### src/rtl/qdisp_pkg.sv
package qdisp_pkg;
  localparam int SLOTS  = 4;
  localparam int NUM_RB = 5;

  localparam int RB_INT0 = 0;
  localparam int RB_INT1 = 1;
  localparam int RB_FADD = 2;
  localparam int RB_FMUL = 3;
  localparam int RB_MEM  = 4;

  typedef enum logic [1:0] {
    CLS_INT  = 2'd0,
    CLS_FADD = 2'd1,
    CLS_FMUL = 2'd2,
    CLS_MEM  = 2'd3
  } unitCls_e;

  typedef struct packed {
    logic enq;
    logic deq;
  } qStrobe_t;
endpackage

### src/rtl/quartet_dispatch_store.sv
module quartet_dispatch_store
  import qdisp_pkg::*;
#(
  parameter int INSTR_W = 32,
  parameter int ACT_W   = 2,
  parameter int Q_DEPTH = 4,
  localparam int GRP_W  = SLOTS * INSTR_W,
  localparam int QC_W   = $clog2(Q_DEPTH + 1),
  localparam int PTR_W  = (Q_DEPTH > 1) ? $clog2(Q_DEPTH) : 1
) (
  input  logic             clk,
  input  logic             rstN,
  input  qStrobe_t         strobe,
  input  logic [GRP_W-1:0] inInstr,
  input  logic [SLOTS-1:0] inValid,
  input  logic [ACT_W-1:0] inAct,
  output logic [GRP_W-1:0] headInstr,
  output logic [SLOTS-1:0] headValid,
  output logic [ACT_W-1:0] headAct,
  output logic [QC_W-1:0]  qCount
);
  logic [GRP_W-1:0] instrMem [Q_DEPTH];
  logic [SLOTS-1:0] validMem [Q_DEPTH];
  logic [ACT_W-1:0] actMem   [Q_DEPTH];
  logic [PTR_W-1:0] wrPtr, rdPtr;

  function automatic logic [PTR_W-1:0] bump(input logic [PTR_W-1:0] p);
    return (p == PTR_W'(Q_DEPTH - 1)) ? '0 : p + 1'b1;
  endfunction

  always_ff @(posedge clk) begin
    if (strobe.enq) begin
      instrMem[wrPtr] <= inInstr;
      validMem[wrPtr] <= inValid;
      actMem[wrPtr]   <= inAct;
    end
  end

  always_ff @(posedge clk) begin
    if (!rstN) begin
      wrPtr  <= '0;
      rdPtr  <= '0;
      qCount <= '0;
    end else begin
      if (strobe.enq) wrPtr <= bump(wrPtr);
      if (strobe.deq) rdPtr <= bump(rdPtr);
      unique case ({strobe.enq, strobe.deq})
        2'b10:   qCount <= qCount + 1'b1;
        2'b01:   qCount <= qCount - 1'b1;
        default: qCount <= qCount;
      endcase
    end
  end

  assign headInstr = instrMem[rdPtr];
  assign headValid = (qCount == '0) ? '0 : validMem[rdPtr];
  assign headAct   = actMem[rdPtr];
endmodule

### src/rtl/quartet_dispatch_ctrl.sv
module quartet_dispatch_ctrl
  import qdisp_pkg::*;
#(
  parameter int INSTR_W = 32,
  parameter int Q_DEPTH = 4,
  parameter int RANKS   = 4,
  localparam int GRP_W  = SLOTS * INSTR_W,
  localparam int QC_W   = $clog2(Q_DEPTH + 1),
  localparam int RC_W   = $clog2(RANKS + 1)
) (
  input  logic                    grpValid,
  input  logic [SLOTS-1:0]        grpSlotValid,
  input  logic [GRP_W-1:0]        headInstr,
  input  logic [SLOTS-1:0]        headValid,
  input  logic [QC_W-1:0]         qCount,
  input  logic [NUM_RB*RC_W-1:0]  rbCount,
  output qStrobe_t                strobe,
  output logic [NUM_RB-1:0]       rbPush,
  output logic [NUM_RB*SLOTS-1:0] rbSlotValid,
  output logic                    grpAccept,
  output logic                    grpDrop,
  output logic                    qFull,
  output logic                    fetchHold
);
  logic [NUM_RB-1:0]       hasRoom;
  logic [NUM_RB-1:0]       needed;
  logic [NUM_RB*SLOTS-1:0] slotMask;
  logic                    intPickHi;
  logic                    headGo;
  logic                    offerReal;

  for (genvar b = 0; b < NUM_RB; b++) begin : g_rb
    assign hasRoom[b] = rbCount[b*RC_W +: RC_W] < RC_W'(RANKS);
    assign needed[b]  = |slotMask[b*SLOTS +: SLOTS];
    assign rbPush[b]  = headGo & needed[b];
    assign rbSlotValid[b*SLOTS +: SLOTS] = headGo ? slotMask[b*SLOTS +: SLOTS] : '0;
  end

  // Integer steering: strictly fewer occupied ranks wins, ties stay low.
  assign intPickHi = rbCount[RB_INT1*RC_W +: RC_W] < rbCount[RB_INT0*RC_W +: RC_W];

  always_comb begin
    int tgt;
    slotMask = '0;
    for (int s = 0; s < SLOTS; s++) begin
      tgt = RB_INT0;
      unique case (unitCls_e'(headInstr[s*INSTR_W + INSTR_W - 1 -: 2]))
        CLS_INT:  tgt = intPickHi ? RB_INT1 : RB_INT0;
        CLS_FADD: tgt = RB_FADD;
        CLS_FMUL: tgt = RB_FMUL;
        CLS_MEM:  tgt = RB_MEM;
      endcase
      if (headValid[s]) slotMask[tgt*SLOTS + s] = 1'b1;
    end
  end

  assign qFull     = (qCount == QC_W'(Q_DEPTH));
  assign headGo    = (qCount != '0) && ((needed & ~hasRoom) == '0);
  assign offerReal = grpValid & (|grpSlotValid);
  assign grpAccept = offerReal & (~qFull | headGo);
  assign grpDrop   = offerReal & qFull & ~headGo;
  assign fetchHold = ~(&hasRoom);

  assign strobe.enq = grpAccept;
  assign strobe.deq = headGo;
endmodule

### src/rtl/quartet_dispatch.sv
module quartet_dispatch
  import qdisp_pkg::*;
#(
  parameter int INSTR_W = 32,
  parameter int ACT_W   = 2,
  parameter int Q_DEPTH = 4,
  parameter int RANKS   = 4,
  localparam int GRP_W  = SLOTS * INSTR_W,
  localparam int QC_W   = $clog2(Q_DEPTH + 1),
  localparam int RC_W   = $clog2(RANKS + 1)
) (
  input  logic                    clk,
  input  logic                    rstN,
  input  logic                    grpValid,
  input  logic [GRP_W-1:0]        grpInstr,
  input  logic [SLOTS-1:0]        grpSlotValid,
  input  logic [ACT_W-1:0]        grpAct,
  output logic                    grpAccept,
  output logic                    grpDrop,
  output logic                    qFull,
  output logic                    fetchHold,
  input  logic [NUM_RB*RC_W-1:0]  rbCount,
  output logic [NUM_RB-1:0]       rbPush,
  output logic [NUM_RB*SLOTS-1:0] rbSlotValid,
  output logic [GRP_W-1:0]        dispInstr,
  output logic [ACT_W-1:0]        dispAct
);
  qStrobe_t         strobe;
  logic [SLOTS-1:0] headValid;
  logic [QC_W-1:0]  qCount;

  quartet_dispatch_store #(
    .INSTR_W(INSTR_W), .ACT_W(ACT_W), .Q_DEPTH(Q_DEPTH)
  ) store_i (
    .clk(clk), .rstN(rstN), .strobe(strobe),
    .inInstr(grpInstr), .inValid(grpSlotValid), .inAct(grpAct),
    .headInstr(dispInstr), .headValid(headValid), .headAct(dispAct),
    .qCount(qCount)
  );

  quartet_dispatch_ctrl #(
    .INSTR_W(INSTR_W), .Q_DEPTH(Q_DEPTH), .RANKS(RANKS)
  ) ctrl_i (
    .grpValid(grpValid), .grpSlotValid(grpSlotValid),
    .headInstr(dispInstr), .headValid(headValid), .qCount(qCount),
    .rbCount(rbCount), .strobe(strobe), .rbPush(rbPush),
    .rbSlotValid(rbSlotValid), .grpAccept(grpAccept), .grpDrop(grpDrop),
    .qFull(qFull), .fetchHold(fetchHold)
  );
endmodule

### config.mk
export PLATFORM = sky130hd
export DESIGN_NAME = quartet_dispatch
export DESIGN_NICKNAME = d
export VERILOG_FILES = /design/src/rtl/qdisp_pkg.sv /design/src/rtl/quartet_dispatch_store.sv /design/src/rtl/quartet_dispatch_ctrl.sv /design/src/rtl/quartet_dispatch.sv
export SDC_FILE = /design/constraint.sdc
export NUM_CORES = 1
export LEC_CHECK = 0
export ABC_AREA = 1
export CAP_MARGIN = 0
export CORE_MARGIN = 10
export CORE_UTILIZATION = 50
export CTS_BUF_LIST = sky130_fd_sc_hd__clkbuf_8
export DETAILED_ROUTE_END_ITERATION = 12
export GPL_ROUTABILITY_DRIVEN = 0
export MAX_ROUTING_LAYER = met4
export PLACE_DENSITY = 0.79
export SLEW_MARGIN = 20
export SYNTH_ARGS = -nofsm -noshare
export SYNTH_HDL_FRONTEND = slang
export SYNTH_SLANG_ARGS = --single-unit
### constraint.sdc
create_clock -name clk -period 12.8 [get_ports clk]
set_input_delay 2.56 -clock clk [delete_from_list [all_inputs] [get_ports clk]]
set_output_delay 2.56 -clock clk [all_outputs]
set_load 0.01 [all_outputs]
==> qor.csv <==
metric,value,unit
drt_pass1_iterations,5,
clk_latency,0.65,ns
comb_power_share,0.337,
cts_buffers,85,
hpwl,28800,um
async_flop_share,0,
portBuffers,304,
ios,311,
slew_violations,0,
cp_cell_sequence,clkdlybuf4s50_1 -> inv_1 -> ha_1 -> nor2_1 -> nand2_1 -> nand2_1 -> nand2_1 -> nand2_1 -> nor2_1 -> nor2_1 -> nand2_1 -> nand2_1 -> nand2_1 -> nor2_2 -> nand2_4 -> nand2_2 -> nand2_2 -> inv_2 -> clkdlybuf4s50_1,
grt_pass1_vias,13498,
grt_util_all_layers,0.193,
crit_family,simple AND/OR/NAND/NOR gates,
synth_mux_area_frac,0,
rrSetupSlack,6.58,ns
maxCapViolCount,0,
ys_ff_latch,545,
synth_compound_area_frac,0.103,
cp_common_cell,nand2_1,
synthAdderAreaFrac,0.0127,
cts-hold-fix-buffers,0,
synth_top_family_by_area,compound AO/OA/AOI/OAI gates,
power_leakage,0.00898,uW
fin_ws,4.19,ns
finalSetupTns,0,ns
cts_setup_buffers,0,
critPathKind,in -> out,
syn-num-nets,1711,
synth_cells,1538,
min_path_cells,2,
final_common_cell,edfxtp_1,
ys_types,35,
drive_gt1_frac,0.0926,
wire_per_inst,20.1,um
vias,13468,
wirelength,49500,um
slew-limit-headroom,0.304,
grt_max_degree,121,
drcViolationCount,0,
syn-cell-area,21200,um^2
crit_buf_inv,4,
min_from,store_i.rdPtr[1],
synth_flop_cell,edfxtp_1,
fin_crit_sh,0.673,
die_area,51100,um^2
grt.overflow.total,0,
power_frac_clock,0.241,
num_rows,75,
worst_pin_slew,1.04,ns
final_cell_mix,"edfxtp_1, clkdlybuf4s50_1, nor2_1",
clockBufferDepth,3,
cp-start-kind,input port,
power_switching,1770,uW
switching_share,0.335,
hold_viol,0,
synth-simple-area-share,0.0895,
dp_slack,4.24,ns
seqPwrFrac,0.422,
max-vdd-ir-drop,155,uV
clk_pin_slew,0.06,ns
fp.dieW,226,um
syn_area_per_cell,13.8,um^2
cts.sinks,545,
powerDensity,202,nW/um^2
htreeDepth,3,
viasPerCell,5.48,
status,completed,
cts_resized,0,
grt_pass1_wl,74500,um
seq_area_frac_synth,0.767,
drt-initial-drc-count,1122,
reg2reg_to,store_i.instrMem[3][75],
rsz0062_at_grt,no,
crit_fanout,30,
setup.worst_path.end_class,primary output,
drtAntennaViolNets,0,
synthXorXnorAreaFrac,0,
hold_class,reg -> reg,
setup_viol,0,
antenna_found_initial,7,
skew,0.0272,ns
start_util,0.506,
internal_power,3520,uW
die-height,226,um
cts_tree,yes,
yosysWarnings,0,
period_needed,8.61,ns
critPathMaxStageDelay,0.58,ns
area_delta_synth_final,23.5,%
clock_tree.root_cell,clkbuf_8,
arrival,6.05,ns
reg2reg_depth,18,
cp.required,10.24,ns
max_freq,0.116,GHz
fin_nets,2026,
crit_path_top_delay_cell,clkdlybuf4s50_1,
synth_edf_count,536,
core,41900,um^2
## power groups by stage
stage          registers, uW  clock network, uW  logic [uW]
2_1_floorplan           2260                  0         990
5_1_grt                 2250               1390        1940
3_3_place_gp            2260                  0        1750
4_1_cts                 2230               1310        1800
3_5_place_dp            2270                  0        1790
6_report                2230               1280        1780
## sequential cells by signal, indices dropped and copies added (netlist names), named ones only
name / flops
store_i.actMem: 8
store_i.instrMem: 512
store_i.qCount: 3
store_i.rdPtr: 2
store_i.validMem: 16
store_i.wrPtr: 2
## how the worst max path moves through the flow
stage	startpoint	endpoint	cells past startpoint	slack, ns
floorplan	rbCount[2]	store_i.actMem[0][0]	17	2.45
global placement	rbCount[2]	grpAccept	19	4.23
detailed placement	rbCount[5]	grpAccept	19	4.24
CTS	rbCount[5]	grpAccept	19	4.22
global route	rbCount[5]	grpAccept	19	4.01
finish	rbCount[5]	grpAccept	19	4.19
## metrics by stage
stage	total power [uW]	util	cells	hold WS [ns]	cell area, um^2
after floorplan	3250	-	1538	0.481	21200
after global placement	4010	0.589	2304	0.495	24700
after detailed placement	4060	0.589	2304	0.509	24700
after CTS	5340	0.624	2450	0.519	26200
after global routing	5580	0.625	2458	0.529	26200
final	5290	0.625	2458	0.515	26200
## worst min-delay path, delay by kind of cell (launching register included)
kind          cells  cell delay (ns)
flops             1             0.31
simple gates      2             0.16
## cell type report
type	count	area (um^2)
Clock buffer	85	1170
Sequential cell	545	16300
Fill cell	3068	15700
Inverter	51	200
Multi-Input combinational cell	851	4380
Clock inverter	61	300
Tap cell	539	674
Timing Repair Buffer	319	3180
Antenna cell	7	17.5
## layer usage
metal  up-vias  part of all wire  global-route usage
li1       6337                 -                   -
met1      6580              0.40               0.227
met2       470              0.50               0.310
met3        81             0.077              0.0547
met4         0             0.022              0.0801
met5         -                 0                   -
## kinds of logic after synthesis
| group | count (synthesis) |
|---|---|
| flip-flops | 545 |
| adder cells (fa/ha/maj) | 21 |
| buffers and inverters | 142 |
| AND/OR/NAND/NOR | 435 |
| AO/OA/AOI/OAI | 395 |
## cells in the mapped netlist (8+ instances only)
master / number / area (um^2)
inv_1: 44 / 165
a21oi_1: 11 / 55.1
clkbuf_1: 73 / 274
o21ai_0: 247 / 1240
nand2_1: 77 / 289
nand3_1: 17 / 85.1
nand3_2: 12 / 120
nor2_1: 287 / 1080
nand2_2: 8 / 50.1
dfxtp_1: 9 / 180
nor3_2: 11 / 110
ha_1: 20 / 250
edfxtp_1: 536 / 16100
o22ai_1: 122 / 763
No activity file was read; power rests on OpenSTA's default activity.
